**src/rtl/usb_crc16_pkg.sv**
```systemverilog
package usb_crc16_pkg;

    localparam int BYTE_W = 8;
    localparam int CRC_W  = 16;

    localparam logic [CRC_W-1:0] CRC16_POLY    = 16'h8005;
    localparam logic [CRC_W-1:0] CRC16_SEED    = 16'hFFFF;
    localparam logic [CRC_W-1:0] CRC16_RESIDUE = 16'h800D;

    typedef logic [CRC_W-1:0]  crc_word_t;
    typedef logic [BYTE_W-1:0] crc_byte_t;

    typedef enum logic [2:0] {
        ST_IDLE,
        ST_FIELD,
        ST_TX_LO,
        ST_TX_HI,
        ST_VERDICT
    } crc_state_t;

endpackage

```
**src/rtl/crc16_byte_fold.sv**
```systemverilog
// Folds one byte into the remainder, one serial step per data bit,
// bit 0 of the byte first, remainder MSB used as feedback.
module crc16_byte_fold
    import usb_crc16_pkg::*;
#(
    parameter int               DATA_W = BYTE_W,
    parameter logic [CRC_W-1:0] POLY   = CRC16_POLY
) (
    input  logic [CRC_W-1:0]  rem_in,
    input  logic [DATA_W-1:0] data_in,
    output logic [CRC_W-1:0]  rem_out
);

    localparam int STEPS = DATA_W;

    logic [CRC_W-1:0] stage [0:STEPS];
    logic [STEPS-1:0] fb;

    assign stage[0] = rem_in;

    generate
        for (genvar i = 0; i < STEPS; i++) begin : g_step
            assign fb[i]      = stage[i][CRC_W-1] ^ data_in[i];
            assign stage[i+1] = {stage[i][CRC_W-2:0], 1'b0} ^ (fb[i] ? POLY : '0);
        end
    endgenerate

    assign rem_out = stage[STEPS];

endmodule

```
**src/rtl/crc16_emit_fmt.sv**
```systemverilog
// Turns a remainder into the two bytes to append: invert, reverse all
// bits, split low half first so an LSB-first serialiser sends MSB first.
module crc16_emit_fmt
    import usb_crc16_pkg::*;
#(
    parameter int DATA_W = BYTE_W
) (
    input  logic [CRC_W-1:0]  rem,
    output logic [DATA_W-1:0] first_byte,
    output logic [DATA_W-1:0] second_byte
);

    localparam int HALF = CRC_W / 2;

    logic [CRC_W-1:0] inv;
    logic [CRC_W-1:0] rev;

    assign inv = ~rem;

    generate
        for (genvar i = 0; i < CRC_W; i++) begin : g_rev
            assign rev[i] = inv[CRC_W-1-i];
        end
    endgenerate

    assign first_byte  = rev[HALF-1:0];
    assign second_byte = rev[CRC_W-1:HALF];

endmodule

```
**src/rtl/crc16_seq_fsm.sv**
```systemverilog
// Field sequencer: opens and closes the protected field, steps the
// emission beats or the verdict cycle, and steers the remainder update.
module crc16_seq_fsm
    import usb_crc16_pkg::*;
(
    input  logic clk,
    input  logic rst,
    input  logic mode_check,
    input  logic in_valid,
    input  logic fld_start,
    input  logic fld_end,
    output logic rem_load,
    output logic rem_seed,
    output logic rem_fold,
    output logic emit_first,
    output logic emit_second,
    output logic verdict
);

    crc_state_t state_q;
    crc_state_t state_d;
    logic       mode_q;
    logic       eff_check;
    logic       accept;
    crc_state_t close_st;

    // Field acceptance and the closing target
    always_comb begin
        accept    = ((state_q == ST_IDLE) && fld_start) || (state_q == ST_FIELD);
        eff_check = fld_start ? mode_check : mode_q;
        close_st  = eff_check ? ST_VERDICT : ST_TX_LO;
    end

    // Next state
    always_comb begin
        state_d = state_q;
        unique case (state_q)
            ST_IDLE: begin
                if (fld_start) begin
                    state_d = fld_end ? close_st : ST_FIELD;
                end
            end
            ST_FIELD: begin
                if (fld_end) begin
                    state_d = close_st;
                end
            end
            ST_TX_LO:   state_d = ST_TX_HI;
            ST_TX_HI:   state_d = ST_IDLE;
            ST_VERDICT: state_d = ST_IDLE;
            default:    state_d = ST_IDLE;
        endcase
    end

    // State register
    always_ff @(posedge clk) begin
        if (rst) begin
            state_q <= ST_IDLE;
            mode_q  <= 1'b0;
        end else begin
            state_q <= state_d;
            if (accept && fld_start) begin
                mode_q <= mode_check;
            end
        end
    end

    // Outputs
    always_comb begin
        rem_load    = accept;
        rem_seed    = accept && fld_start;
        rem_fold    = accept && in_valid;
        emit_first  = 1'b0;
        emit_second = 1'b0;
        verdict     = 1'b0;
        unique case (state_q)
            ST_TX_LO:   emit_first  = 1'b1;
            ST_TX_HI:   emit_second = 1'b1;
            ST_VERDICT: verdict     = 1'b1;
            default:    ;
        endcase
    end

endmodule

```
**src/rtl/usb_crc16_unit.sv**
```systemverilog
module usb_crc16_unit
    import usb_crc16_pkg::*;
#(
    parameter int               DATA_W  = BYTE_W,
    parameter logic [CRC_W-1:0] POLY    = CRC16_POLY,
    parameter logic [CRC_W-1:0] SEED    = CRC16_SEED,
    parameter logic [CRC_W-1:0] RESIDUE = CRC16_RESIDUE
) (
    input  logic              clk,
    input  logic              rst,
    input  logic              mode_check,
    input  logic              in_valid,
    input  logic              fld_start,
    input  logic              fld_end,
    input  logic [DATA_W-1:0] in_data,
    output logic              crc_valid,
    output logic [DATA_W-1:0] crc_byte,
    output logic              crc_ok,
    output logic              crc_err
);

    logic             rem_load;
    logic             rem_seed;
    logic             rem_fold;
    logic             emit_first;
    logic             emit_second;
    logic             verdict;
    logic [CRC_W-1:0] rem_q;
    logic [CRC_W-1:0] rem_base;
    logic [CRC_W-1:0] rem_folded;
    logic [CRC_W-1:0] rem_next;
    logic [DATA_W-1:0] byte_a;
    logic [DATA_W-1:0] byte_b;

    crc16_seq_fsm u_fsm (
        .clk         (clk),
        .rst         (rst),
        .mode_check  (mode_check),
        .in_valid    (in_valid),
        .fld_start   (fld_start),
        .fld_end     (fld_end),
        .rem_load    (rem_load),
        .rem_seed    (rem_seed),
        .rem_fold    (rem_fold),
        .emit_first  (emit_first),
        .emit_second (emit_second),
        .verdict     (verdict)
    );

    assign rem_base = rem_seed ? SEED : rem_q;

    crc16_byte_fold #(
        .DATA_W (DATA_W),
        .POLY   (POLY)
    ) u_fold (
        .rem_in  (rem_base),
        .data_in (in_data),
        .rem_out (rem_folded)
    );

    assign rem_next = rem_fold ? rem_folded : rem_base;

    always_ff @(posedge clk) begin
        if (rst) begin
            rem_q <= SEED;
        end else if (rem_load) begin
            rem_q <= rem_next;
        end
    end

    crc16_emit_fmt #(
        .DATA_W (DATA_W)
    ) u_fmt (
        .rem         (rem_q),
        .first_byte  (byte_a),
        .second_byte (byte_b)
    );

    always_comb begin
        crc_valid = emit_first || emit_second;
        crc_byte  = emit_first ? byte_a : (emit_second ? byte_b : '0);
        crc_ok    = verdict && (rem_q == RESIDUE);
        crc_err   = verdict && (rem_q != RESIDUE);
    end

endmodule

```
**config.mk**
```make
export PLATFORM = sky130hd
export DESIGN_NAME = usb_crc16_unit
export DESIGN_NICKNAME = d
export VERILOG_FILES = /design/src/rtl/usb_crc16_pkg.sv /design/src/rtl/crc16_byte_fold.sv /design/src/rtl/crc16_emit_fmt.sv /design/src/rtl/crc16_seq_fsm.sv /design/src/rtl/usb_crc16_unit.sv
export SDC_FILE = /design/constraint.sdc
export NUM_CORES = 1
export LEC_CHECK = 0
export ABC_CLOCK_PERIOD_IN_PS = 3300
export BUFFER_PORTS_ARGS = -buffer_cell sky130_fd_sc_hd__buf_2
export CAP_MARGIN = 20
export CORE_MARGIN = 5
export CORE_UTILIZATION = 58
export CTS_BUF_LIST = sky130_fd_sc_hd__clkbuf_4 sky130_fd_sc_hd__clkbuf_8
export CTS_CLUSTER_SIZE = 28
export DETAILED_ROUTE_END_ITERATION = 8
export PLACE_DENSITY = 0.91
export SKIP_CTS_REPAIR_TIMING = 1
export SLEW_MARGIN = 20
export SYNTH_ARGS = -nofsm -noshare
export SYNTH_HDL_FRONTEND = slang
export SYNTH_HIERARCHICAL = 1
export SYNTH_SLANG_ARGS = --single-unit
```
**constraint.sdc**
```tcl
create_clock -name clk -period 3.3 [get_ports clk]
set_clock_uncertainty 0.15 [all_clocks]
set_input_delay 0.33 -clock clk [delete_from_list [all_inputs] [get_ports clk]]
set_output_delay 0.33 -clock clk [all_outputs]
set_load 0.01 [all_outputs]
```
==> flow_metrics.env <==
export IMPL_antenna_found_initial=0
export IMPL_worst_setup_path_type="reg2reg"
export IMPL_power_uw=593.7
export IMPL_cp_arrival_ps=2940
export IMPL_clockBufferDepth=2
export IMPL_netlist_instances=164
export IMPL_yosys_warnings=6
export IMPL_place_inst=210
export IMPL_fin_cells=214
export IMPL_yosys_top_cells_area="dfxtp_1 (27%), o22ai_2 (8.4%), or2_2 (7.2%)"
export IMPL_grt_pass1_vias=1301
export IMPL_synth_top_area_share_pct=27.03
export IMPL_gr_usage_all_layers_pct=20.30
export IMPL_grt_overflow_total=0
export IMPL_status="completed"
export IMPL_multi_input_area_um2=933.4
export IMPL_initial_utilization_pct=60.35
export IMPL_ys_seq_elements=20
export IMPL_worst_pin_slew_ps=755.6
export IMPL_maxCapViolCount=0
export IMPL_max_clock_freq_mhz=347.8
export IMPL_firstDrtPassIters=4
export IMPL_drc=0
export IMPL_cts_tree="yes"
export IMPL_wl_per_cell_um=15.88
export IMPL_grt_max_degree=20
export IMPL_clockRootBuffer="clkbuf_4"
export IMPL_hold_viol_final=0
export IMPL_first_iter_violations=40
export IMPL_rows=18
export IMPL_io_buffers=24
export IMPL_hold_worst_slack_ps=118.5
export IMPL_layout_commonest_cell="buf_2"
export IMPL_cp_max_fo=18
export IMPL_path_clk_slew_ps=120
export IMPL_area_delta_synth_final_pct=8.953
export IMPL_grt_setup_unrepaired="no"
export IMPL_p_leak_uw=0.0007916
export IMPL_syn_area_per_cell_um2=9.033
export IMPL_diodes=0
export IMPL_fp_dieH_um=60.54
export IMPL_core_area_um2=2455
export IMPL_fp_dieW_um=60.54
export IMPL_setup_viol=0
export IMPL_syn_num_nets=178
export IMPL_synth_distinct_cells=33
export IMPL_cp_end_kind="flip-flop"
export IMPL_setup_tns_ps=0
export IMPL_seq_area_um2=400.4
export IMPL_grt_pass1_wl_mm=5.589
export IMPL_worstSkewPairLatency_ps=320
export IMPL_cp_required_ps=3370
export IMPL_fin_nets=199
export IMPL_routabilityCongestion=0.8448
export IMPL_wl_mm=3.398
export IMPL_syn_cell_area_um2=1481
export IMPL_p_per_area_nw_per_um2=367.8
export IMPL_fillerInstances=203
export IMPL_cts_inserted_buffers=3
export IMPL_hpwl_mm=2.518
export IMPL_drv_slew=0
export IMPL_layout_drive_gt1_share_pct=36.96
export IMPL_ant_nets=0
export IMPL_most_common_layout_cells="buf_2 (24), dfxtp_1 (20), inv_1 (19)"
export IMPL_vias=1223
export IMPL_r2r_slack_ps=430
export IMPL_clock_sinks=20
export IMPL_ios=25
export IMPL_cts_max_level=1
export IMPL_fin_crit_ps=2875
export IMPL_max_slew_margin_pct=49.51
export IMPL_synth_top_area_cell="dfxtp_1"
export IMPL_min_period_over_period_pct=87.12
export IMPL_irDropWorstVdd_mv=0.3079
export IMPL_die_area_um2=3665
export IMPL_utilization_pct=65.75
export IMPL_ys_seq_area_share_pct=27.03
export IMPL_routed_via_density=5.715
export IMPL_min_path_type="in2reg"
export IMPL_startpoint_type="flip-flop"
==> where the power goes <==
group	switching, µW	internal [µW]	total [µW]
combinational	90.8	81.3	172
clock	86.3	67.7	154
sequential	14.4	253	268
total	191	402	594
==> critical path, stage by stage, from the launching register on <==
cell      delay, ps
dfxtp_1         480
nor3b_2          80
buf_4           200
or2_2           300
xnor2_1         420
xnor2_1         220
xnor2_1         350
xnor3_1         280
o22ai_1         200
nand2b_1         90
==> area by class of cell <==
type	instances	area share, %
Sequential cell	20	24.81
Clock buffer	4	2.248
Inverter	19	4.419
Tap cell	30	2.326
Timing Repair Buffer	26	8.372
Multi-Input combinational cell	115	57.83
==> state kept, by name, indices dropped and copies added (netlist names) <==
signal	flops
u_fsm/mode_q	1
u_fsm/state_q	3
rem_q	16
==> cells by family after synthesis <==
| group | Yosys count | synth area share, % |
|---|---|---|
| AO/OA/AOI/OAI | 28 | 17.82 |
| buffers and inverters | 29 | 9.967 |
| XOR/XNOR | 23 | 18.07 |
| flip-flops | 20 | 27.03 |
| multiplexers | 2 | 1.351 |
| AND/OR/NAND/NOR | 62 | 25.76 |
==> stage by stage <==
stage	area, µm²	setup WS (ps)
finish	1614	425.0
global route	1614	376.5
CTS	1614	512.0
detailed placement	1578	451.4
global placement	1578	653.6
floorplan	1481	808.3
==> path summary, 6_finish.rpt <==
| check | to | cells past startpoint | startpoint |
|---|---|---|---|
| setup / recovery | rem_q[15] | 9 | u_fsm/state_q[1] |
| hold / removal | u_fsm/mode_q | 3 | mode_check |
| setup reg to reg | rem_q[15] | 9 | u_fsm/state_q[1] |
| hold reg to reg | u_fsm/mode_q | 2 | u_fsm/mode_q |
==> layer usage <==
metal	routed length, µm	vias up	global-route usage, %	share of wire [%]
li1	-	574	-	-
met1	1397	594	22.73	41
met2	1729	46	36.42	51
met3	181	9	3.191	5.3
met4	89	0	11.46	2.6
met5	0	-	0	0
==> cell usage after synthesis <==
library cell   n
inv_1         19
clkbuf_4       1
xnor2_2        6
xor2_1         7
a22o_1         6
xnor3_1        1
o211a_1        1
nand4_1        1
nor3_2         1
o22ai_1        6
buf_12         1
nand2_1        6
buf_4          5
clkbuf_1       3
nor3b_2        1
mux2i_1        2
and2_1         2
and4bb_2       1
dfxtp_1       20
o21ai_0        3
or2_2         17
xnor2_1        8
nand2b_1      16
nor2_1         8
xor2_2         1
and4bb_1       1
nor3b_1        1
o21a_4         1
nor4b_1        2
o22ai_2       10
nor4_1         1
a221oi_1       1
nor2b_1        4
(Power assumes the default switching activity.)
